### config.mk
export PLATFORM = sky130hd
export DESIGN_NAME = fcmp_cond_unit
export DESIGN_NICKNAME = d
export VERILOG_FILES = /design/src/rtl/fcmp_pkg.sv /design/src/rtl/fcmp_nan_detect.sv /design/src/rtl/fcmp_relation.sv /design/src/rtl/fcmp_cc_regs.sv /design/src/rtl/fcmp_cond_unit.sv
export SDC_FILE = /design/constraint.sdc
export NUM_CORES = 1
export LEC_CHECK = 0
export BUFFER_PORTS_ARGS = -buffer_cell sky130_fd_sc_hd__buf_2
export CORE_AREA = 8 8 90 92
export CTS_CLUSTER_DIAMETER = 120
export DETAILED_ROUTE_END_ITERATION = 8
export DIE_AREA = 0 0 98 100
export MAX_ROUTING_LAYER = met4
export PLACE_DENSITY_LB_ADDON = 0.3
export SYNTH_ARGS = -nofsm -noshare
export SYNTH_HDL_FRONTEND = slang
export SYNTH_HIERARCHICAL = 1
export SYNTH_SLANG_ARGS = --single-unit
### constraint.sdc
create_clock -name clk -period 10.4 [get_ports clk]
set_clock_uncertainty 0.1 [all_clocks]
set_input_delay 2.08 -clock clk [delete_from_list [all_inputs] [get_ports clk]]
set_output_delay 2.08 -clock clk [all_outputs]
set_load 0.05 [all_outputs]
### src/rtl/fcmp_pkg.sv
package fcmp_pkg;
  typedef logic [1:0] cc_t;
  localparam cc_t CC_EQ  = 2'b00;
  localparam cc_t CC_LT  = 2'b01;
  localparam cc_t CC_GT  = 2'b10;
  localparam cc_t CC_UNO = 2'b11;

  localparam int TT_W = 3;
  localparam logic [TT_W-1:0] TT_NONE = 3'd0;
  localparam logic [TT_W-1:0] TT_IEEE = 3'd1;

  localparam int NFLD = 4;

  // bit offset of condition field i relative to the base
  function automatic int fld_off(input int i);
    case (i)
      1:       fld_off = 22;
      2:       fld_off = 24;
      3:       fld_off = 26;
      default: fld_off = 0;
    endcase
  endfunction

  function automatic logic is_nan(input logic [63:0] v, input logic dbl);
    if (dbl) is_nan = (&v[62:52]) && (|v[51:0]);
    else     is_nan = (&v[30:23]) && (|v[22:0]);
  endfunction

  // ordered relation of two non-NaN operands
  function automatic cc_t ordered_rel(input logic [63:0] a, input logic [63:0] b,
                                      input logic dbl);
    logic sa, sb, lt;
    logic [62:0] ma, mb;
    sa = dbl ? a[63] : a[31];
    sb = dbl ? b[63] : b[31];
    ma = dbl ? a[62:0] : {32'd0, a[30:0]};
    mb = dbl ? b[62:0] : {32'd0, b[30:0]};
    if (ma == '0 && mb == '0)      ordered_rel = CC_EQ;
    else if (sa != sb)             ordered_rel = sa ? CC_LT : CC_GT;
    else if (ma == mb)             ordered_rel = CC_EQ;
    else begin
      lt = (ma < mb) ^ sa;
      ordered_rel = lt ? CC_LT : CC_GT;
    end
  endfunction
endpackage

### src/rtl/fcmp_nan_detect.sv
module fcmp_nan_detect (
  input  logic [63:0] opnd,
  input  logic        dbl,
  output logic        nan
);
  import fcmp_pkg::*;
  always_comb nan = is_nan(opnd, dbl);
endmodule

### src/rtl/fcmp_relation.sv
module fcmp_relation (
  input  logic [63:0]     opnd_a,
  input  logic [63:0]     opnd_b,
  input  logic            dbl,
  input  logic            nan_any,
  output fcmp_pkg::cc_t   code
);
  import fcmp_pkg::*;
  always_comb begin
    if (nan_any) code = CC_UNO;
    else         code = ordered_rel(opnd_a, opnd_b, dbl);
  end
endmodule

### src/rtl/fcmp_cc_regs.sv
module fcmp_cc_regs #(
  parameter int BASE_POS = 0,
  localparam int WORD_W = BASE_POS + 28
) (
  input  logic                      clk,
  input  logic                      rst_n,
  input  logic                      upd_valid,
  input  logic [1:0]                upd_sel,
  input  fcmp_pkg::cc_t             upd_code,
  input  logic                      take_trap,
  output logic [WORD_W-1:0]         cc_word,
  output logic                      inv_cur,
  output logic                      inv_acc,
  output logic [fcmp_pkg::TT_W-1:0] trap_type,
  output logic                      trap_req,
  output logic                      done
);
  import fcmp_pkg::*;

  cc_t        fld_q [NFLD];
  logic [1:0] sel_q;

  for (genvar i = 0; i < NFLD; i++) begin : g_fld
    always_ff @(posedge clk) begin
      if (!rst_n)                                                  fld_q[i] <= CC_EQ;
      else if (upd_valid && !take_trap && upd_sel == 2'(i))        fld_q[i] <= upd_code;
    end

    // a_r3_other_fields: an unselected field keeps its value
    a_r3_other_fields: assert property (@(posedge clk) disable iff (!rst_n)
      (done && sel_q != 2'(i)) |-> $stable(fld_q[i]));
  end

  always_comb begin
    cc_word = '0;
    for (int i = 0; i < NFLD; i++)
      cc_word[BASE_POS + fld_off(i) +: 2] = fld_q[i];
  end

  always_ff @(posedge clk) begin
    if (!rst_n) begin
      inv_cur   <= 1'b0;
      inv_acc   <= 1'b0;
      trap_type <= TT_NONE;
      trap_req  <= 1'b0;
      done      <= 1'b0;
      sel_q     <= '0;
    end else begin
      done     <= upd_valid;
      trap_req <= upd_valid && take_trap;
      if (upd_valid) begin
        sel_q     <= upd_sel;
        inv_cur   <= take_trap;
        trap_type <= take_trap ? TT_IEEE : TT_NONE;
        if (!take_trap && upd_code == CC_UNO) inv_acc <= 1'b1;
      end
    end
  end

  a_r6_trap_keeps_word: assert property (@(posedge clk) disable iff (!rst_n)
    trap_req |-> $stable(cc_word));
  a_r6_trap_type_set: assert property (@(posedge clk) disable iff (!rst_n)
    trap_req |-> (trap_type == TT_IEEE && inv_cur));
  a_r9_done_after_strobe: assert property (@(posedge clk) disable iff (!rst_n)
    upd_valid |=> done);
  a_r9_trap_with_done: assert property (@(posedge clk) disable iff (!rst_n)
    trap_req |-> done);
  a_r8_acc_sticky: assert property (@(posedge clk) disable iff (!rst_n)
    $past(inv_acc) |-> inv_acc);
endmodule

### src/rtl/fcmp_cond_unit.sv
module fcmp_cond_unit #(
  parameter int BASE_POS = 0,
  localparam int WORD_W = BASE_POS + 28
) (
  input  logic              clk,
  input  logic              rst_n,
  input  logic              cmp_valid,
  input  logic [63:0]       opnd_a,
  input  logic [63:0]       opnd_b,
  input  logic              dbl_sel,
  input  logic              signaling,
  input  logic [1:0]        fld_sel,
  input  logic              inv_trap_en,
  output logic [WORD_W-1:0] cc_word,
  output logic              inv_cur,
  output logic              inv_acc,
  output logic [2:0]        trap_type,
  output logic              trap_req,
  output logic              done
);
  import fcmp_pkg::*;

  logic [63:0] opnd [2];
  logic [1:0]  nan_vec;
  logic        nan_any;
  logic        sig_trap;
  logic        uno_trap;
  logic        take_trap;
  cc_t         code;

  assign opnd[0] = opnd_a;
  assign opnd[1] = opnd_b;

  for (genvar k = 0; k < 2; k++) begin : g_nan
    fcmp_nan_detect u_nan (.opnd(opnd[k]), .dbl(dbl_sel), .nan(nan_vec[k]));
  end

  assign nan_any = |nan_vec;

  fcmp_relation u_rel (
    .opnd_a (opnd_a),
    .opnd_b (opnd_b),
    .dbl    (dbl_sel),
    .nan_any(nan_any),
    .code   (code)
  );

  // signaling variant traps on any NaN; both variants trap on unordered
  assign sig_trap  = signaling && nan_any && inv_trap_en;
  assign uno_trap  = (code == CC_UNO) && inv_trap_en;
  assign take_trap = sig_trap || uno_trap;

  fcmp_cc_regs #(.BASE_POS(BASE_POS)) u_regs (
    .clk      (clk),
    .rst_n    (rst_n),
    .upd_valid(cmp_valid),
    .upd_sel  (fld_sel),
    .upd_code (code),
    .take_trap(take_trap),
    .cc_word  (cc_word),
    .inv_cur  (inv_cur),
    .inv_acc  (inv_acc),
    .trap_type(trap_type),
    .trap_req (trap_req),
    .done     (done)
  );

  // a_r5_nan_is_unordered: a NaN operand never yields an ordered code
  a_r5_nan_is_unordered: assert property (@(posedge clk) disable iff (!rst_n)
    (cmp_valid && nan_any) |-> (code == CC_UNO));
  a_r6_trap_needs_enable: assert property (@(posedge clk) disable iff (!rst_n)
    trap_req |-> ($past(inv_trap_en) && $past(nan_any)));
endmodule

==> impl_metrics.toml <==
[place]
place_congestion = 0.953
dp_hpwl_mm = 9.90
port_buffers = 148
dpl_cell_area_mm2 = 0.00399

[clocking]
cts_hold_buffers = 0
cts_buffer_depth = 2
numCtsBuffers = 3
cts_tree = "built"
cts_num_sinks = 12
cts_resized = 0
cts_setup_buffers = 0
cts-root-buf = "clkbuf_8"
insertion_delay_ns = 0.23
path_clk_slew_ns = 0.05
htree_levels = 1

[synthesis]
ys_ff_latch = 12
synth_edf_count = 8
synth-main-ff-cell = "edfxtp_1"
yosysTopAreaCell = "ha_1"
synth_compound_area_share_pct = 12.8
yosys.area_share.simple_pct = 41.6
syn_area_mm2 = 0.00328
yosys_warnings = 6
synth_area_per_cell_um2 = 7.42
synth_xor_area_share_pct = 0
syn_inst = 442
yosysSeqAreaShare_pct = 9.77
synth_top_family_by_area = "simple AND/OR/NAND/NOR gates"
synth_top_area_share_pct = 24.0
async_flop_share_pct = 0
synth.area.top_cells = "ha_1 (24%), nor4_1 (9.4%), edfxtp_1 (7.3%), nand4_1 (6.3%), and2_1 (6.1%)"
synthAdderAreaFrac_pct = 24.0
synthDistinctLibCells = 56
synth_mux_area_share_pct = 1.60

[critical_path]
r2r_end = "u_regs/inv_cur"
cp.arrival_ns = 5.72
critPathLaunchType = "primary input"
slowest_delay_ns = 0.78
crit_chain = "buf_2 -> nand2_1 -> ha_1 -> nand4_1 -> nor4_1 -> and4bb_2 -> nand2_1 -> o21ai_0 -> or3_1 -> o2111ai_1 -> and3_1 -> a31o_1 -> nand2b_2 -> o21ai_0"
ff2ff_setup_slack_ns = 9.68
r2r_cells = 2
critical_path.top_delay_family = "simple AND/OR/NAND/NOR gates"
crit_fanout = 74
critPathCaptureType = "register"
crit_slowest_cell = "buf_2"
critical_path_class = "primary input to register"
required_ns = 10.22
r2r-start = "u_regs/inv_cur"
cp_num_buf_inv = 1

[die]
pin_count = 171
die_x_um = 98
start_util_pct = 49.3
core_mm2 = 0.00664
rows = 30
dieArea_mm2 = 0.00980
die_h_um = 100

[final_layout]
nNetsFinal = 783
area_delta_synth_final_pct = 23.1
drive_gt1_share_pct = 30.4
design_area_mm2 = 0.00404
layout_common_cells = "buf_2 (148), ha_1 (63), nand2_1 (51)"
layout_commonest_cell = "buf_2"
antenna_cells = 0
fillCellCount = 631

[pwr]
power.internal_mw = 0.142
combPwrFrac_pct = 62.9
netSwitchingPower_mw = 0.124
vdd_ir_drop_max_v = 0.0000389
seqPwrFrac_pct = 21.1
p_leak_nw = 1.99
power.density_mw_per_mm2 = 65.7
pwr-share-clk_pct = 16.0
switching_share_pct = 46.6

[timing]
slew_viol_final = 0
rsz0062_at_grt = "false"
slew_headroom_pct = 30.2
tightest_slew_ns = 1.05
fin_setup_tns_ns = 0
min_period_over_period_pct = 56.8
finalHoldViolations = 0
setup_viol = 0
fmax_mhz = 169
layout_min_cycle_time_ns = 5.90

[global_routing]
grt_max_degree = 75
antenna_found_initial = 0
grt_util_all_layers_pct = 22.4
grt_pass1_wl_mm = 18.2
grt_pass1_vias = 4091
overflow = 0

[routing]
wl_per_cell_um = 16.9
num_vias = 3896
post-route-drc-count = 0
ant_nets = 0
drt_iter0_drc = 166
routed_wl_mm = 11.2
via_per_inst = 5.88
drt_first_pass_iters = 4

[run]
cap_viol_max_count = 0

[worst_hold_path]
worstHoldStart = "u_regs/inv_acc"
hp-class = "register to register"
hold_end = "u_regs/inv_acc"
hold_depth = 1

[outcome]
status = "finished clean"
## layer usage
layer / routed length (um) / track usage (%) / part of all wire (%)
met1: 4950 / 26.4 / 44
met2: 5500 / 40.3 / 49
met3: 632 / 2.70 / 5.6
met4: 139 / 4.08 / 1.2
met5: 0 / - / 0
## through the flow
step | power (mW) | worst slack (ns) | hold WS [ns] | utilization, % | std cells
2_1_floorplan | 0.164 | 4.72 | 0.645 | - | 463
3_5_place_dp | 0.221 | 4.29 | 0.370 | 60.1 | 659
3_3_place_gp | 0.217 | 4.45 | 0.361 | 60.1 | 659
5_1_grt | 0.285 | 4.07 | 0.402 | 60.7 | 663
4_1_cts | 0.264 | 4.54 | 0.381 | 60.7 | 663
6_report | 0.265 | 4.50 | 0.371 | 60.7 | 663
## sequential cells by signal, summed over array words and instances, names as in the netlist
signal           cells
u_regs/fld_q         8
u_regs/inv_cur       1
u_regs/trap_req      1
u_regs/done          1
u_regs/inv_acc       1
## cell families after synthesis
logic type | Yosys count
AO/OA/AOI/OAI | 65
adder cells (fa/ha/maj) | 63
buffers and inverters | 65
flip-flops | 12
multiplexers | 5
other | 1
AND/OR/NAND/NOR | 231
## synthesized netlist by cell type, types with 2 or more instances
| cell | count |
|---|---|
| a21oi_1 | 24 |
| a41oi_1 | 2 |
| o21ai_0 | 10 |
| nand3_1 | 10 |
| clkbuf_1 | 7 |
| nand2b_1 | 2 |
| mux2_2 | 2 |
| nor3b_2 | 2 |
| or3_1 | 3 |
| nor3_2 | 2 |
| buf_4 | 23 |
| ha_1 | 63 |
| nor3_1 | 7 |
| and4bb_2 | 2 |
| o2111ai_1 | 2 |
| and2_1 | 32 |
| mux2i_1 | 3 |
| o21ai_1 | 4 |
| and4_1 | 2 |
| nand4_1 | 33 |
| inv_1 | 33 |
| o21a_1 | 3 |
| nor4_2 | 6 |
| nor2_1 | 18 |
| a21o_1 | 4 |
| nand4b_2 | 2 |
| edfxtp_1 | 8 |
| nor4_1 | 49 |
| a211oi_1 | 4 |
| nand2_1 | 51 |
| dfxtp_1 | 4 |
## worst max-delay path by stage
stage | endpoint | startpoint | slack (ns) | depth (start not counted)
6_report | u_regs/fld_q[2][0] | dbl_sel | 4.50 | 14
5_1_grt | u_regs/fld_q[2][1] | dbl_sel | 4.07 | 14
4_1_cts | u_regs/fld_q[2][0] | dbl_sel | 4.54 | 14
3_5_place_dp | u_regs/fld_q[2][0] | dbl_sel | 4.29 | 14
3_3_place_gp | u_regs/fld_q[2][0] | dbl_sel | 4.45 | 14
2_1_floorplan | u_regs/fld_q[2][0] | dbl_sel | 4.72 | 16
## layout make-up
class	count	area, um2	area share [%]
clock buffer	3	41.3	1.02
clock inverter	1	3.75	0.0930
inverter	33	124	3.07
multi-input combinational	386	2710	67.0
sequential	12	320	7.94
tap	80	100	2.48
timing repair buffer	148	741	18.4
## worst register-to-register path, cell delays in order (launching register included)
cell and delay, ns:
dfxtp_1 0.32, mux2i_1 0.13, nor2b_1 0.06
## power groups by stage
stage               Sequential [mW]  Clock [mW]  Combinational, mW
floorplan                    0.0705           0             0.0937
global placement             0.0567           0              0.161
detailed placement           0.0570           0              0.164
CTS                          0.0560      0.0436              0.165
global route                 0.0563      0.0449              0.184
finish                       0.0558      0.0425              0.167
Note: power is estimated with default switching activity, not from simulation.
